`src/rtl/gpio_port_pkg.sv`:
```
package gpio_port_pkg;

    localparam int NUM_FIELDS   = 4;
    localparam int NUM_WRITABLE = 3;

    typedef enum logic [1:0] {
        FLD_CFG = 2'd0,
        FLD_OE  = 2'd1,
        FLD_OUT = 2'd2,
        FLD_IN  = 2'd3
    } field_e;

    typedef struct packed {
        logic   hit;
        logic   masked;
        field_e fld;
    } decode_t;

endpackage

```
`src/rtl/gpio_port_decode.sv`:
```
module gpio_port_decode
    import gpio_port_pkg::*;
#(
    parameter int ADDR_W       = 12,
    parameter int FIELD_STRIDE = 16,
    parameter int MASK_OFS     = 128
) (
    input  logic [ADDR_W-1:0] addr,
    output decode_t           dec
);

    always_comb begin
        dec = '0;
        for (int f = 0; f < NUM_FIELDS; f++) begin
            if (addr == ADDR_W'(f * FIELD_STRIDE)) begin
                dec.hit    = 1'b1;
                dec.masked = 1'b0;
                dec.fld    = field_e'(2'(f));
            end
            if (f < NUM_WRITABLE && addr == ADDR_W'(f * FIELD_STRIDE + MASK_OFS)) begin
                dec.hit    = 1'b1;
                dec.masked = 1'b1;
                dec.fld    = field_e'(2'(f));
            end
        end
    end

endmodule

```
`src/rtl/gpio_port_field.sv`:
```
module gpio_port_field #(
    parameter int PINS = 8
) (
    input  logic              clk,
    input  logic              rst_n,
    input  logic              wr_plain,
    input  logic              wr_masked,
    input  logic [2*PINS-1:0] wdata,
    output logic [PINS-1:0]   value_q
);

    typedef struct packed {
        logic [PINS-1:0] value;
    } field_state_t;

    field_state_t    state_d, state_q;
    logic [PINS-1:0] sel_mask;
    logic [PINS-1:0] new_bits;

    assign sel_mask = wdata[PINS +: PINS];
    assign new_bits = wdata[PINS-1:0];

    always_comb begin
        state_d = state_q;
        if (wr_plain) begin
            state_d.value = new_bits;
        end else if (wr_masked) begin
            state_d.value = (state_q.value & ~sel_mask) | (new_bits & sel_mask);
        end
    end

    always_ff @(posedge clk or negedge rst_n) begin
        if (!rst_n) begin
            state_q <= '0;
        end else begin
            state_q <= state_d;
        end
    end

    assign value_q = state_q.value;

    // first edge out of reset sees the cleared value
    a_r1_reset_zero: assert property (@(posedge clk) disable iff (!rst_n)
        !$past(rst_n) |-> (value_q == '0));

    // plain write loads the low data bits
    a_r2_plain_load: assert property (@(posedge clk) disable iff (!rst_n)
        wr_plain |=> (value_q == $past(new_bits)));

    // unselected pins keep their value across a masked write
    a_r3_masked_keep: assert property (@(posedge clk) disable iff (!rst_n)
        (wr_masked && !wr_plain) |=> (((value_q ^ $past(value_q)) & ~$past(sel_mask)) == '0));

    // selected pins take the supplied value
    a_r3_masked_set: assert property (@(posedge clk) disable iff (!rst_n)
        (wr_masked && !wr_plain) |=> ((value_q & $past(sel_mask)) == ($past(new_bits) & $past(sel_mask))));

endmodule

```
`src/rtl/gpio_port_sync.sv`:
```
module gpio_port_sync #(
    parameter int PINS = 8
) (
    input  logic            clk,
    input  logic            rst_n,
    input  logic [PINS-1:0] pad_in,
    output logic [PINS-1:0] pad_sync
);

    typedef struct packed {
        logic [PINS-1:0] stage1;
        logic [PINS-1:0] stage2;
    } sync_state_t;

    sync_state_t state_d, state_q;

    always_comb begin
        state_d        = state_q;
        state_d.stage1 = pad_in;
        state_d.stage2 = state_q.stage1;
    end

    always_ff @(posedge clk or negedge rst_n) begin
        if (!rst_n) begin
            state_q <= '0;
        end else begin
            state_q <= state_d;
        end
    end

    assign pad_sync = state_q.stage2;

    // synchronized value is the pad level from two edges earlier
    a_r5_two_stage: assert property (@(posedge clk) disable iff (!rst_n)
        ($past(rst_n) && $past(rst_n, 2)) |-> (pad_sync == $past(pad_in, 2)));

endmodule

```
`src/rtl/gpio_port_regfile.sv`:
```
module gpio_port_regfile
    import gpio_port_pkg::*;
#(
    parameter int PINS         = 8,
    parameter int ADDR_W       = 12,
    parameter int DATA_W       = 32,
    parameter int FIELD_STRIDE = 16,
    parameter int MASK_OFS     = 128
) (
    input  logic              clk,
    input  logic              rst_n,
    input  logic              bus_wr,
    input  logic              bus_rd,
    input  logic [ADDR_W-1:0] bus_addr,
    input  logic [DATA_W-1:0] bus_wdata,
    output logic [DATA_W-1:0] bus_rdata,
    input  logic [PINS-1:0]   pad_in,
    output logic [PINS-1:0]   pad_out,
    output logic [PINS-1:0]   pad_oe
);

    localparam int WR_BITS = 2 * PINS;
    localparam logic [ADDR_W-1:0] IN_ADDR      = ADDR_W'(int'(FLD_IN) * FIELD_STRIDE);
    localparam logic [ADDR_W-1:0] IN_MASK_ADDR = ADDR_W'(int'(FLD_IN) * FIELD_STRIDE + MASK_OFS);

    typedef struct packed {
        logic [DATA_W-1:0] rdata;
    } rd_state_t;

    decode_t         dec;
    logic [PINS-1:0] fld_q [NUM_WRITABLE];
    logic [PINS-1:0] pad_sync;
    logic            unused_wdata_hi;
    rd_state_t       state_d, state_q;

    assign unused_wdata_hi = ^bus_wdata[DATA_W-1:WR_BITS];

    gpio_port_decode #(
        .ADDR_W       (ADDR_W),
        .FIELD_STRIDE (FIELD_STRIDE),
        .MASK_OFS     (MASK_OFS)
    ) u_decode (
        .addr (bus_addr),
        .dec  (dec)
    );

    for (genvar f = 0; f < NUM_WRITABLE; f++) begin : g_field
        logic sel;
        assign sel = bus_wr && dec.hit && (dec.fld == field_e'(2'(f)));

        gpio_port_field #(
            .PINS (PINS)
        ) u_field (
            .clk       (clk),
            .rst_n     (rst_n),
            .wr_plain  (sel && !dec.masked),
            .wr_masked (sel && dec.masked),
            .wdata     (bus_wdata[WR_BITS-1:0]),
            .value_q   (fld_q[f])
        );
    end

    gpio_port_sync #(
        .PINS (PINS)
    ) u_sync (
        .clk      (clk),
        .rst_n    (rst_n),
        .pad_in   (pad_in),
        .pad_sync (pad_sync)
    );

    always_comb begin
        state_d       = state_q;
        state_d.rdata = '0;
        if (bus_rd && dec.hit && !dec.masked) begin
            unique case (dec.fld)
                FLD_CFG: state_d.rdata[PINS-1:0] = fld_q[FLD_CFG];
                FLD_OE:  state_d.rdata[PINS-1:0] = fld_q[FLD_OE];
                FLD_OUT: state_d.rdata[PINS-1:0] = fld_q[FLD_OUT];
                FLD_IN:  state_d.rdata[PINS-1:0] = pad_sync;
                default: state_d.rdata = '0;
            endcase
        end
    end

    always_ff @(posedge clk or negedge rst_n) begin
        if (!rst_n) begin
            state_q <= '0;
        end else begin
            state_q <= state_d;
        end
    end

    assign bus_rdata = state_q.rdata;
    assign pad_oe    = fld_q[FLD_CFG] & fld_q[FLD_OE];
    assign pad_out   = fld_q[FLD_OUT] & pad_oe;

    // writes at the input register or its alias leave all registers alone
    a_r6_input_write_stable: assert property (@(posedge clk) disable iff (!rst_n)
        (bus_wr && (bus_addr == IN_ADDR || bus_addr == IN_MASK_ADDR)) |=>
            ($stable(fld_q[0]) && $stable(fld_q[1]) && $stable(fld_q[2])));

    // no read strobe, no read data
    a_r7_idle_zero: assert property (@(posedge clk) disable iff (!rst_n)
        !bus_rd |=> (bus_rdata == '0));

    // upper read bits stay zero
    a_r7_upper_zero: assert property (@(posedge clk) disable iff (!rst_n)
        bus_rdata[DATA_W-1:PINS] == '0);

    // alias reads return zero
    a_r8_masked_read_zero: assert property (@(posedge clk) disable iff (!rst_n)
        (bus_rd && dec.masked) |=> (bus_rdata == '0));

    // read and write together return the old value
    a_r9_read_before_write: assert property (@(posedge clk) disable iff (!rst_n)
        (bus_rd && bus_wr && dec.hit && !dec.masked && dec.fld == FLD_CFG) |=>
            (bus_rdata[PINS-1:0] == $past(fld_q[0])));

endmodule

```
`config.mk`:
```
export PLATFORM = sky130hd
export DESIGN_NAME = gpio_port_regfile
export DESIGN_NICKNAME = d
export VERILOG_FILES = /design/src/rtl/gpio_port_pkg.sv /design/src/rtl/gpio_port_decode.sv /design/src/rtl/gpio_port_field.sv /design/src/rtl/gpio_port_sync.sv /design/src/rtl/gpio_port_regfile.sv
export SDC_FILE = /design/constraint.sdc
export NUM_CORES = 1
export LEC_CHECK = 0
export CORE_ASPECT_RATIO = 2
export CORE_UTILIZATION = 45
export DETAILED_ROUTE_END_ITERATION = 7
export GPL_ROUTABILITY_DRIVEN = 0
export HOLD_SLACK_MARGIN = 0.1
export PLACE_DENSITY = 0.9
export SLEW_MARGIN = 15
export SYNTH_ARGS = -nofsm -noshare
export SYNTH_HDL_FRONTEND = slang
export SYNTH_SLANG_ARGS = --single-unit
```
`constraint.sdc`:
```
create_clock -name clk -period 1.8 [get_ports clk]
set_clock_uncertainty 0.05 [all_clocks]
set_input_delay 0.27 -clock clk [delete_from_list [all_inputs] [get_ports clk]]
set_output_delay 0.27 -clock clk [all_outputs]
set_load 0.02 [all_outputs]
```
Word-level counts from Yosys, hierarchy flattened. Cells that the tools add are included.

Logic and storage cells: 58. Register bits after elaboration: 48. Output and inout bits: 48. Bits of input ports: 56.

Multiplexer cells: 15. Reductions and logical operators: 18. Bitwise logic cells: 10. Eq/ne operators: 9.

Operators with widths (number): $mux 8 (7); $and 8x8->8 (6); $eq 12x8->1 const B (3); $pmux 8 s4 (1); $mux 4 (7); $eq 12x6->1 const B (2); $or 8x8->8 (3); $eq 12x5->1 const B (1); $logic_and 1x1->1 (12); $logic_not 12->1 (1); $not 8->8 (1); $reduce_bool 2->1 (3); $eq 2x2->1 const B (2); $eq 2x1->1 const B (1); $logic_not 2->1 (1); $logic_not 1->1 (1).

Longest topological paths before layout. Gate-level depths: netlist of run 1.

Depth after elaboration: 13. Depth in mapped cells: 6. Depth with buffers taken out: 4.

Modules after synthesis. From an unflattened synthesis of run 1, not the netlist that was laid out.

Cells, all modules: 192. Area, all modules: 2494.9 um2.

Modules (own cells, without submodules): gpio_port_field (seq. area each 200.2 um2, instances 3, area an instance 409.1 um2, cells an instance 26); gpio_port_regfile (seq. area each 200.2 um2, instances 1, area an instance 790.8 um2, cells an instance 88); gpio_port_sync (seq. area each 400.4 um2, instances 1, area an instance 400.4 um2, cells an instance 16); gpio_port_decode (seq. area each 0.0 um2, instances 1, area an instance 76.3 um2, cells an instance 10).

Worst setup path after synthesis of run 1. No wires, ideal clock.

Path kind: input to register. Start point: in bus_addr[3]. End point: reg (tool-made name). Cell stages on the path: 6. Setup time: 128 ps. Required time: 1622 ps. Buffers on the path: 2. Data arrival time: 2075 ps. Slack: -453 ps. Cell sequence: or4_4 or4_4 buf_6 buf_6 o211ai_2 mux2_1.

RTL lines: start: declaration (RTL line gpio_port_regfile.sv:14) `input logic [ADDR_W-1:0] bus_addr,`.

==> results of run 1 <==
==> worst max-delay path: cells and delay by family <==
family | cells | cell delay [ns]
mux | 1 | 0.32
buf+inv | 3 | 0.38
simple gates | 2 | 1.01
compound gates | 1 | 0.17
==> cells in the mapped netlist <==
cell type  number  area [sq um]
and2_1          8          50.1
or4_4           2          22.5
mux2_1         24           270
nand2b_1        1          6.26
or4_1           1          7.51
a21bo_1         1          10.0
buf_2           2          10.0
buf_6           3          33.8
clkinv_2        1          5.00
inv_2           1          3.75
and3_1          9          56.3
or3_1           2          12.5
or2_2           1          6.26
dfrtp_1        48          1200
nor3_1          1          5.00
a21oi_1         8          40.0
nor4_4          1          21.3
a22o_1          8          70.1
clkbuf_1        5          18.8
a211oi_1        8          60.1
o211ai_2       20           250
nor2_1          3          11.3
o211ai_1        4          30.0
conb_1          1          3.75
nor3_2          1          10.0
a22oi_1         8          60.1
buf_4          24           180
nor2b_1         2          12.5
==> per-layer routing <==
metal,part of all wire (%),GRT usage [%]
met1,37,26.5
met2,52,39.1
met3,5.6,3.12
met4,4.8,13.9
met5,0,0
==> layout make-up <==
class                   instances  area share, %
clock buffers                   7           2.45
clock inverters                 1          0.213
inverters                       2          0.249
multi-input cells             137           35.2
flip-flops and latches         48           34.1
well taps                      58           2.06
repair buffers                 90           25.7
==> cells by family (layout without fill, tap and decap cells) <==
| group | after synthesis | in the layout | share of synthesized area [%] |
|---|---|---|---|
| AO/OA/AOI/OAI | 57 | 57 | 21.1 |
| buffers and inverters | 36 | 100 | 10.2 |
| flip-flops | 48 | 48 | 48.7 |
| multiplexers | 24 | 24 | 10.9 |
| other | 1 | 24 | 0.152 |
| AND/OR/NAND/NOR | 32 | 32 | 8.97 |
==> power breakdown <==
group          internal (mW)  switching (mW)  total, mW
combinational          0.113           0.155      0.268
clock                  0.313           0.367      0.680
sequential              1.10         0.00920       1.11
==> metrics by stage <==
stage               setup WS (ns)  hold WS (ns)  instance area [sq um]  total power [mW]  TNS [ns]
floorplan                  -0.352       -0.0756                   2580              1.26     -8.09
finish                     -0.205         0.303                   3520              2.06     -3.08
detailed placement         -0.744         0.245                   3200              1.39    -21.34
CTS                        -0.267         0.304                   3450              2.04     -5.80
global route               -0.231         0.312                   3520              2.13     -3.56
global placement           -0.725         0.243                   3200              1.38    -20.83
==> final timing paths <==
check / startpoint / end / slack (ns) / depth (start not counted)
max: bus_addr[9] / flip-flop / -0.20 / 7
min: u_sync.state_d[0] / u_sync.pad_sync[0] / 0.30 / 0
max reg2reg: flip-flop / bus_rdata[6] / 0.62 / 3
min reg2reg: u_sync.state_d[0] / u_sync.pad_sync[0] / 0.30 / 0
max in group asynchronous: rst_n / asynchronous set/reset pin / 0.66 / 3
min in group asynchronous: rst_n / asynchronous set/reset pin / 0.44 / 2
==> timing repair <==
item | in CTS | in global routing
gates resized for setup | 53 | 20
buffers inserted | 2 | 2
gates cloned | 2 | 1
hold buffers | 1 | 0
pin swaps | 6 | 10
hold endpoints to repair | 24 | 0
endpoints found under the setup margin | 38 | 37
==> metrics.txt, run 1 <==
outcome=finished with violations; failing checks=negative setup slack; Hold Path Class=reg2reg; max cap viols=0; CP most frequent cell=or4_4; Avg WL per Cell=18.7 um; Crit Path Class=in2reg; half-perimeter wire length after detailed placement=4.23 mm; Worst Tran Pin Value=0.638 ns; Routed Antenna Nets=0; First-pass DRT Iterations=4; Pleak=1.84 nW; synth unique cells=28; final setup vio count=24; first-pass GRT wire length=9.56 mm; CP Data Arrival Time=2.15 ns; CP max FO=6; Layout Area Growth over Synthesis=42.6%; Max-slew headroom=57.4%; footprint of the multi-input gates=1240 sq um; crit end category=flip-flop; Vias=1,929; largest net degree at the start of global routing=27; final hold viol count=0; row cnt=37; cell count after synthesis=198; Max H-tree Level=2; Critical Path Source Type=primary input; # nets final=340; Residual DRC=0; Via-to-Cell Ratio=5.62; Pwr per Cell Area=584 nW/um^2; crit-path cells=buf_6 -> or4_4 -> or4_4 -> buf_12 -> buf_16 -> o211ai_4 -> mux2_4; later-pin clock latency in the skew report=0.31 ns; initial core utilization=47.2%; Worst EP required=1.95 ns; maximum vdd drop=0.555 mV; CTS tree=done; root buffer cell=clkbuf_8; Util after Layout=67.3%; register area=1200 sq um; sequential fraction of the synthesis area=48.7%; Cells after DPL=329; leading cell type in the layout, fill and taps excluded=dfrtp_1; initial antenna violation count=0; Clock transition at path regs=0.08 ns; io pins=104; gr usage total=23.3%; largest stage delay on the critical path=0.53 ns; highest-count cells in the layout ignoring fill and taps=dfrtp_1 (48), clkdlybuf4s50_1 (34), conb_1 (24), mux2_4 (20), buf_4 (20); # diodes=0; Chip Width=54.4 um; Max stage delay cell, worst path=or4_4; core area=5230 sq um; Die Area=5800 sq um; die height=107 um; layout cells sized above 1=30.9%; yosys warns=0; Yosys reg bits=48; Max Root-Sink Buffers=2; vias in the first global route=1,951; DR iter-0 viols=78; fin cells=343; grt total ovfl=0; drt total wl=6.43 mm; Final WS setup=-0.205 ns; crit share post-route=111%; Max Clk Rate=499 MHz; Pins Over Slew Limit=0; TritonCTS Sinks=48; RSZ-0062 raised after global routing=yes; Num CTS Buffers=5; number of fill cells=386; Final min period=2.00 ns; syn_area_per_cell=12.5 sq um; post-synthesis instance area=2470 sq um; I/O Buffers=63
Note: power is estimated with default switching activity, not from simulation.
==> inputs of run 2 (changes only) <==
CAP_MARGIN = 40   (was default)
==> results of run 2 <==
Same layout as run 1: the final DEF is identical, and so are final timing and power.
==> inputs of run 3 (changes only) <==
CORE_ASPECT_RATIO = default   (was 2)
==> run 3 against run 2 <==
The flow still finishes with violations (negative setup slack). Routed wire length down 4.5%. Power increased by 7.6%. Sequential share of layout area fell by 0.40 points. Highest routed layer unchanged.
==> metrics.txt, run 3 (synthesis results as in run 1) <==
outcome=finished with violations; failing checks=negative setup slack; RSZ-0062 raised after global routing=yes; Num CTS Buffers=5 (unchanged); Max-slew headroom=65.3% (+7.9 points); Final min period=2.15 ns (+0.146 ns); Vias=1,935 (+0.31%); worst hold path depth=0 (unchanged); Clock transition at path regs=0.08 ns (about the same); crit end category=flip-flop; die height=76.1 um (-29%); GRT met3 Usage=4.43% (+1.3 points); final hold viol count=0 (unchanged); First-pass DRT Iterations=4 (unchanged); Residual DRC=0 (unchanged); Final WS setup=-0.351 ns (-0.146 ns); io pins=104 (unchanged); later-pin clock latency in the skew report=0.30 ns (about the same); Setup Fix Bufs, Post-CTS=0 (-2); Layout Area Growth over Synthesis=44.2%; Die Area=5790 sq um (-0.31%); Avg WL per Cell=17.2 um (-8.0%); final setup vio count=25 (+4.2%); drt total wl=6.14 mm (-4.5%); I/O Buffers=63 (unchanged); Crit Path Class=in2reg; Max Root-Sink Buffers=2 (unchanged); leading cell type in the layout, fill and taps excluded=dfrtp_1; Pins Over Slew Limit=0 (unchanged); core area=5200 sq um (-0.50%); Max H-tree Level=2 (unchanged); Via-to-Cell Ratio=5.44 (-3.4%); initial core utilization=47.4% (+0.24 points); DR iter-0 viols=189 (+140%); Worst EP required=1.93 ns (-0.02 ns); Pwr per Cell Area=621 nW/um^2 (+6.4%); max cap viols=0 (unchanged); maximum vdd drop=0.621 mV (+12%); Max Clk Rate=465 MHz (-6.8%); gr usage total=21.6% (-1.7 points); TritonCTS Sinks=48 (unchanged); first-pass GRT wire length=9.54 mm (-0.22%); CP max FO=5 (-1); # diodes=0 (unchanged); Routed Antenna Nets=0 (unchanged); grt total ovfl=0 (unchanged); Worst Tran Pin Value=0.520 ns (-0.118 ns); Hold Path Class=reg2reg; root buffer cell=clkbuf_8; half-perimeter wire length after detailed placement=4.13 mm (-2.2%); # nets final=341 (+0.29%); layout cells sized above 1=30.4% (-0.46 points); vias in the first global route=1,878 (-3.7%); highest-count cells in the layout ignoring fill and taps=dfrtp_1 (48), clkdlybuf4s50_1 (38), conb_1 (24), buf_4 (23), o211ai_2 (18); CP Data Arrival Time=2.28 ns (+0.13 ns); row cnt=26 (-30%); crit share post-route=119% (+8.1 points); met2 Use GR=35.7% (-3.4 points); GR Util met1=27.7% (+1.2 points); Pleak=1.88 nW (+2.2%); GRT Max-Usage Layer=met2; worst r2r path cells=3 (unchanged); Critical Path Source Type=primary input; CTS tree=done; Hold Slack=0.303 ns (+0.000706 ns); largest net degree at the start of global routing=26 (-3.7%); Pwr Total=2.21 mW (+7.6%); Chip Width=76.1 um (+40%); initial antenna violation count=0 (unchanged)
run 3: cell count changes in the layout (fill, tap and decap cells not counted), moves of 4 or more:
cell             before  now
a211oi_1              7    3
mux2_1                4   10
mux2_4               20   14
clkdlybuf4s50_1      34   38
run 3: per-layer routing:
| layer | part of all wire [%] | up-vias |
|---|---|---|
| met5 | 0 | - |
| met4 | 2.0 | 0 |
| met3 | 6.6 | 9 |
| met2 | 51 | 89 |
| met1 | 41 | 972 |
| li1 | - | 865 |
run 3: final timing paths:
path	end	slack, ns	start
worst max-delay path	flip-flop	-0.35	bus_addr[3]
worst min-delay path	u_sync.pad_sync[0]	0.30	u_sync.state_d[0]
worst max register to register	bus_rdata[6]	0.53	flip-flop
worst min register to register	u_sync.pad_sync[0]	0.30	u_sync.state_d[0]
max in group asynchronous	asynchronous set/reset pin	0.67	rst_n
min in group asynchronous	u_sync.state_d[4]	0.41	rst_n
run 3: worst max-delay path, stage by stage:
cell      delay, ns
buf_6          0.09
or4_4          0.52
or4_4          0.65
buf_12         0.18
o211ai_1       0.21
mux2_1         0.36
run 3: cell type report:
| type | instances | area (sq um) |
|---|---|---|
| timing repair buffer | 91 | 915 |
| inverter | 2 | 8.76 |
| clock inverter | 1 | 30.0 |
| multi-input combinational | 137 | 1220 |
| fill | 368 | 1640 |
| sequential | 48 | 1200 |
| clock buffer | 7 | 96.3 |
| tap | 70 | 87.6 |
run 3: power breakdown:
| group | internal, mW | total (mW) | switching [mW] |
|---|---|---|---|
| registers | 1.10 | 1.11 | 0.00969 |
| logic | 0.119 | 0.272 | 0.153 |
| clock network | 0.490 | 0.832 | 0.342 |
run 3: repair_timing:
action                                  CTS  global route
pin swaps                                 4             4
hold buffers                              1             0
endpoints found under the setup margin   36            41
cloned                                    2             0
endpoints found under the hold margin    23             0
gates resized for setup                  42            17
run 3: stage by stage:
step	instance area (sq um)	instances	util [%]	setup TNS, ns	setup slack [ns]
finish	3560	356	68.4	-6.73	-0.351
global route	3560	356	68.4	-7.11	-0.379
CTS	3510	357	67.4	-6.34	-0.320
detailed placement	3260	346	62.6	-21.98	-0.784
global placement	3260	346	62.6	-20.92	-0.713
floorplan	2580	221	-	-8.09	-0.352
